File: src/rtl/wer_pkg.sv
package wer_pkg;

  typedef enum logic [1:0] {
    ACC_IDLE  = 2'd0,
    ACC_READ  = 2'd1,
    ACC_WRITE = 2'd2
  } acc_kind_t;

  // Decide what an incoming request means for this variant of the register.
  function automatic acc_kind_t classify(input logic any_strobe,
                                         input logic is_write,
                                         input logic has_read,
                                         input logic has_write);
    acc_kind_t k;
    k = ACC_IDLE;
    if (any_strobe) begin
      if (is_write && has_write)
        k = ACC_WRITE;
      else if (!is_write && has_read)
        k = ACC_READ;
    end
    return k;
  endfunction

endpackage

File: src/rtl/wer_sub_store.sv
module wer_sub_store #(
  parameter int          W        = 32,
  parameter logic [W-1:0] RST_WORD = '0
) (
  input  logic         clk,
  input  logic         rst_n,
  input  logic         wr_en,
  input  logic [W-1:0] wr_data,
  input  logic [W-1:0] wr_biten,
  output logic [W-1:0] q
);

  // Masked merge: enabled bits take the new data, the rest keep the old value.
  function automatic logic [W-1:0] mask_merge(input logic [W-1:0] old_v,
                                              input logic [W-1:0] new_v,
                                              input logic [W-1:0] en);
    return (old_v & ~en) | (new_v & en);
  endfunction

  logic [W-1:0] next_word;
  assign next_word = mask_merge(q, wr_data, wr_biten);

  always_ff @(posedge clk or negedge rst_n) begin
    if (!rst_n)
      q <= RST_WORD;
    else if (wr_en)
      q <= next_word;
  end

endmodule

File: src/rtl/wer_rd_select.sv
module wer_rd_select #(
  parameter int W = 32,
  parameter int N = 4
) (
  input  logic [N-1:0]   sel,
  input  logic [N*W-1:0] words,
  output logic [W-1:0]   word_out
);

  // AND-OR selection: each strobe bit gates its own sub-word onto the result.
  always_comb begin
    word_out = '0;
    for (int i = 0; i < N; i++) begin
      if (sel[i])
        word_out = word_out | words[i*W +: W];
    end
  end

endmodule

File: src/rtl/wer_ack_timer.sv
module wer_ack_timer #(
  parameter int LAT = 0,
  parameter int W   = 32
) (
  input  logic         clk,
  input  logic         rst_n,
  input  logic         rd_go,
  input  logic         wr_go,
  input  logic [W-1:0] live_word,
  output logic         rd_ack,
  output logic         wr_ack,
  output logic [W-1:0] rd_data,
  output logic         busy
);

  localparam int CNT_W = (LAT < 2) ? 1 : $clog2(LAT + 1);

  generate
    if (LAT == 0) begin : g_zero
      // Same-cycle answer: nothing to remember between cycles.
      assign rd_ack  = rd_go;
      assign wr_ack  = wr_go;
      assign rd_data = rd_go ? live_word : '0;
      assign busy    = 1'b0;
    end else begin : g_delay
      logic             pend_q;
      logic             pend_wr_q;
      logic [CNT_W-1:0] cnt_q;
      logic [W-1:0]     hold_q;
      logic             accept;
      logic             last_cycle;

      assign accept     = (rd_go || wr_go) && !pend_q;
      assign last_cycle = pend_q && (cnt_q == CNT_W'(1));

      always_ff @(posedge clk or negedge rst_n) begin
        if (!rst_n) begin
          pend_q    <= 1'b0;
          pend_wr_q <= 1'b0;
          cnt_q     <= '0;
          hold_q    <= '0;
        end else if (accept) begin
          pend_q    <= 1'b1;
          pend_wr_q <= wr_go;
          cnt_q     <= CNT_W'(LAT);
          hold_q    <= rd_go ? live_word : '0;
        end else if (pend_q) begin
          cnt_q <= cnt_q - CNT_W'(1);
          if (last_cycle)
            pend_q <= 1'b0;
        end
      end

      assign rd_ack  = last_cycle && !pend_wr_q;
      assign wr_ack  = last_cycle && pend_wr_q;
      assign rd_data = (last_cycle && !pend_wr_q) ? hold_q : '0;
      assign busy    = pend_q;
    end
  endgenerate

endmodule

File: src/rtl/wide_ext_reg.sv
module wide_ext_reg
  import wer_pkg::*;
#(
  parameter int SUBW    = 32,
  parameter int NSUB    = 4,
  parameter int ACK_LAT = 0,
  parameter bit HAS_RD  = 1'b1,
  parameter bit HAS_WR  = 1'b1,
  parameter logic [SUBW*NSUB-1:0] RESET_VAL = '0
) (
  input  logic                 clk,
  input  logic                 rst_n,
  input  logic [NSUB-1:0]      req,
  input  logic                 req_is_wr,
  input  logic [SUBW-1:0]      wr_data,
  input  logic [SUBW-1:0]      wr_biten,
  output logic                 rd_ack,
  output logic [SUBW-1:0]      rd_data,
  output logic                 wr_ack,
  output logic [SUBW*NSUB-1:0] reg_value
);

  localparam int REG_W = SUBW * NSUB;

  // Named internal events, visible to the bound checker.
  acc_kind_t       acc_kind;
  logic            any_strobe;
  logic            rd_go;
  logic            wr_go;
  logic [SUBW-1:0] live_word;
  logic            timer_busy;
  logic [REG_W-1:0] contents;

  assign any_strobe = |req;
  assign acc_kind   = classify(any_strobe, req_is_wr, HAS_RD, HAS_WR);
  assign rd_go      = (acc_kind == ACC_READ);
  assign wr_go      = (acc_kind == ACC_WRITE);

  genvar gi;
  generate
    for (gi = 0; gi < NSUB; gi++) begin : g_word
      wer_sub_store #(
        .W        (SUBW),
        .RST_WORD (RESET_VAL[gi*SUBW +: SUBW])
      ) u_store (
        .clk      (clk),
        .rst_n    (rst_n),
        .wr_en    (wr_go && req[gi]),
        .wr_data  (wr_data),
        .wr_biten (wr_biten),
        .q        (contents[gi*SUBW +: SUBW])
      );
    end
  endgenerate

  wer_rd_select #(
    .W (SUBW),
    .N (NSUB)
  ) u_sel (
    .sel      (req),
    .words    (contents),
    .word_out (live_word)
  );

  wer_ack_timer #(
    .LAT (ACK_LAT),
    .W   (SUBW)
  ) u_timer (
    .clk       (clk),
    .rst_n     (rst_n),
    .rd_go     (rd_go),
    .wr_go     (wr_go),
    .live_word (live_word),
    .rd_ack    (rd_ack),
    .wr_ack    (wr_ack),
    .rd_data   (rd_data),
    .busy      (timer_busy)
  );

  assign reg_value = contents;

endmodule

File: config.mk
export PLATFORM = sky130hd
export DESIGN_NAME = wide_ext_reg
export DESIGN_NICKNAME = d
export VERILOG_FILES = /design/src/rtl/wer_pkg.sv /design/src/rtl/wer_sub_store.sv /design/src/rtl/wer_rd_select.sv /design/src/rtl/wer_ack_timer.sv /design/src/rtl/wide_ext_reg.sv
export SDC_FILE = /design/constraint.sdc
export NUM_CORES = 1
export LEC_CHECK = 0
export ABC_AREA = 1
export BUFFER_PORTS_ARGS = -buffer_cell sky130_fd_sc_hd__buf_2
export CAP_MARGIN = 20
export CORE_ASPECT_RATIO = 0.9
export CORE_UTILIZATION = 45
export DETAILED_ROUTE_END_ITERATION = 8
export HOLD_SLACK_MARGIN = 0.12
export PLACE_DENSITY = 0.73
export SLEW_MARGIN = 15
export SYNTH_ARGS = -nofsm -noshare
export SYNTH_HDL_FRONTEND = slang
export SYNTH_SLANG_ARGS = --single-unit
File: constraint.sdc
create_clock -name clk -period 1.68 [get_ports clk]
set_input_delay 0.336 -clock clk [delete_from_list [all_inputs] [get_ports clk]]
set_output_delay 0.336 -clock clk [all_outputs]
set_load 0.02 [all_outputs]
# --- After elaboration in Yosys (flattened, before gate mapping) ---
# Index checks and enable logic that the tools add are counted.
totals:
  reg_bits: 128
  input_bits: 71
  wordCells: 31
classes:
  n_mux: 7
  bitwise_logic: 13
  eq_ne: 2
  reduce_logical: 5
ops:
  columns: ["cell", "n"]
  rows:
  - ["$or 32x32->32", 7]
  - ["$and 32x32->32", 5]
  - ["$mux 32", 5]
  - ["$not 32->32", 1]
  - ["$logic_and 1x1->1", 4]
  - ["$mux 2", 2]
  - ["$reduce_or 4->1", 1]
  - ["$eq 2x1->1 const B", 1]
  - ["$eq 2x2->1 const B", 1]

# --- Depth between registers and ports, before layout ---
depth:
  depth_word: 8
  ltp_mapped: 7
  ltp_nobuf: 6

# --- By module ---
# A second synthesis with hierarchy kept.
hier_totals:
  cells_unflattened: 1053
  area_unflattened_um2: 7151.9
by_module_without_submodules:
  columns: ["module", "area_each_um2", "cells_each", "n_inst"]
  rows:
  - ["wer_sub_store", 1400.1, 167, 4]
  - ["wer_rd_select", 1197.4, 300, 1]
  - ["wer_ack_timer", 300.3, 71, 1]
  - ["wide_ext_reg", 53.8, 14, 1]

# --- Least setup slack after synthesis ---
# No wires, ideal clock.
synth_timing:
  path_type: "input to output"
  from: "in req_is_wr"
  to: "out rd_data[0]"
  cell_stages: 5
  setup_slack_ns: 0.213
  n_path_buf: 2
  arrival_ns: 1.131
  cell_sequence: "buf_2 -> inv_1 -> nand2_2 -> buf_2 -> nor2_1"
synth_via:
  elab_chain_len: 4
synth_lines:
  columns: ["element", "line", "text"]
  rows:
  - ["start, declared", "wide_ext_reg.sv:14", "input logic req_is_wr,"]
  - ["$mux 2", "wer_pkg.sv:17", "if (is_write && has_write)"]
  - ["$mux 2", "wer_pkg.sv:16", "if (any_strobe) begin"]
  - ["$eq 2x1->1", "wide_ext_reg.sv:36", "assign rd_go = (acc_kind == ACC_READ);"]
  - ["$mux 32", "wer_ack_timer.sv:23", "assign rd_data = rd_go ? live_word : '0;"]
  - ["end, declared", "wide_ext_reg.sv:18", "output logic [SUBW-1:0] rd_data,"]
# Every way passes these cells.

==> flow_summary_export.csv <==
group,metric,value,unit
floorplanning,core.rowCount,41,
drt,ant_nets,0,
finish,nNetsFinal,1252,
power_and_ir_drop,irDropWorstVdd,0.959,mV
timing,fin_crit,1.69,ns
synthesis,yosysWarnings,0,
synthesis,ys_ff_latch,128,
hold_path,hp-class,"in -> reg",
floorplanning,die_w,129,um
setup_path,r2r_cells,3,
cts,clk_path_buf_depth,2,
cts,cts-htree-levels,4,
timing,slew_headroom,70.3,%
setup_path,critical_path_class,"reg -> out",
synthesis,synth_cells,916,
timing,finalCritPeriodShare,100,%
power_and_ir_drop,leakage,4.87,nW
hold_path,holdPathStages,3,
job,cap_violations,0,
timing,fmax,593,MHz
floorplanning,die_area,0.0151,mm2
drt,viasPerCell,5.15,
drt,drt_iter0_markers,467,
power_and_ir_drop,powerDensity,1190,mW/mm2
place,hpwlAfterDp,14700,um
drt,avgRoutedWirePerCell,15.9,um
run_status,violations,"setup timing",
timing,setup_violations,1,
finish,synthToLayoutAreaGrowth,38.3,%
place,io_buffers,232,
cts,ctsRootBufferMaster,"clkbuf_16",
timing,worstMarginPinSlew,0.446,ns
setup_path,worstPathRequired,1.34,ns
setup_path,startpoint_type,"flop",
synthesis,ys_seq_area_share,48.8,%
global_route,antenna_found_initial,0,
setup_path,cp_data_arrival_time,1.35,ns
timing,layout_setup_ws,-0.00604,ns
timing,slew_violations,0,
synthesis,syn_avg_cell_area,7.16,um2
synthesis,ys_types,16,
run_status,outcome,"finished, violations left",
cts,insertion_delay,0.41,ns
timing,hold_viol,0,
finish,insertedDiodeCount,0,
cts,cts_tree,"yes",
finish,drive_gt1_share,29.5,%
global_route,grt_pass1_vias,6470,
synthesis,synth_nets,987,
floorplanning,num_io_pins,233,
global_route,grt-ovfl-total,0,
setup_path,crit_fanout,2,
setup_path,end_kind,"output pin",
finish,final_common_cell,"nand2_1",
finish,layout_common_cells,"227 x nand2_1, 203 x buf_2, 189 x nor2_1",
place,dp_slack,-0.0686,ns
floorplanning,die_h,117,um
timing,rsz0062_at_grt,"true",
drt,drt_pass1_iterations,5,
place,routabilityCongestion,0.823,
floorplanning,floorplan.core_area,0.0141,mm2
floorplanning,start_util,46.5,%
cts,numCtsBuffers,17,
global_route,track_usage,29.2,%
cts,clk_pin_slew,0.06,ns
drt,via_count,7135,
global_route,grt_max_degree,38,
cts,cts_sinks,128,
drt,wirelength,22000,um
global_route,grt_pass1_wl,33200,um
finish,fin_util,64.3,%
synthesis,netlist_area,0.00656,mm2
drt,drc,0,
timing,fin_skew,0,ns
## path summary, 6_finish.rpt
| check | from | to | slack [ns] |
|---|---|---|---|
| worst max-delay path | flop | rd_data[31] | -0.006 |
| min in group asynchronous | rst_n | async pin | 0.42 |
| worst min-delay path | wr_data[27] | flop | 0.17 |
| worst max register to register | flop | flop | 0.92 |
| worst min register to register | flop | flop | 0.51 |
| max in group asynchronous | rst_n | async pin | 0.70 |
## logic make-up (layout without fill, tap and decap cells)
family / after synthesis / after routing / synth area share (%)
AOI/OAI and AO/OA: 161 / 161 / 12.9
DFF: 128 / 128 / 48.8
buffers and inverters: 171 / 448 / 10.6
and+or+nand+nor: 456 / 456 / 27.7
## where the power goes
part | total, mW | internal, mW | switching, mW
sequential | 3.95 | 3.61 | 0.343
clock | 3.50 | 2.21 | 1.28
combinational | 3.31 | 1.18 | 2.13
total | 10.8 | 7.01 | 3.76
## cell usage after synthesis
cell	number	share of area [%]
buf_1	3	0.17
nor2_1	194	11
o21ai_0	128	9.8
buf_4	1	0.11
a21oi_1	1	0.076
nand2_4	1	0.17
buf_6	3	0.51
clkbuf_1	9	0.51
nand4_1	32	3.1
dfrtp_1	128	49
nand2_2	1	0.095
nand2_1	227	13
o22ai_1	32	3.1
nand3_4	1	0.27
inv_1	133	7.6
buf_2	22	1.7
## repair_timing
action,4_1_cts,5_1_grt
endpoints found under the hold margin,25,0
setup endpoints to repair,7,33
gates resized for setup,10,82
setup buffers,3,18
pin swaps,2,21
hold buffers,1,0
cloned,0,1
## area by class of cell
cell class                      count  area (um2)
Clock buffer                       26         509
Sequential cell                   128        3200
Clock inverter                      5        52.6
Multi-Input combinational cell    617        2770
Fill cell                        1207        5040
Timing Repair Buffer              284        1790
Tap cell                          193         241
Inverter                          133         499
## layer usage
layer / routed length, um / part of all wire [%] / vias to the layer above / global-route usage [%]
li1: - / - / 3418 / -
met1: 9200 / 42 / 3336 / 39.1
met2: 10400 / 48 / 346 / 46.5
met3: 2070 / 9.4 / 35 / 7.33
met4: 269 / 1.2 / 0 / 9.18
met5: 0 / 0 / - / 0
## worst max-delay path, cell delays in order (launching register included)
cell and delay [ns]:
dfrtp_1 0.37, inv_2 0.05, o22ai_2 0.15, nor2_1 0.06
nor2_1 0.15, buf_4 0.17
## stage by stage
stage / total power, mW / hold WS [ns] / instance area (um2) / TNS [ns] / cells
floorplan: 5.72 / 0.0404 / 6560 / 0 / 916
global placement: 6.93 / 0.311 / 8120 / 0 / 1332
detailed placement: 6.96 / 0.310 / 8120 / -1.48 / 1332
CTS: 10.5 / 0.154 / 8740 / 0 / 1367
global route: 11.3 / 0.165 / 9070 / -0.515 / 1386
finish: 10.8 / 0.167 / 9070 / -0.00604 / 1386
(Power assumes the default switching activity.)
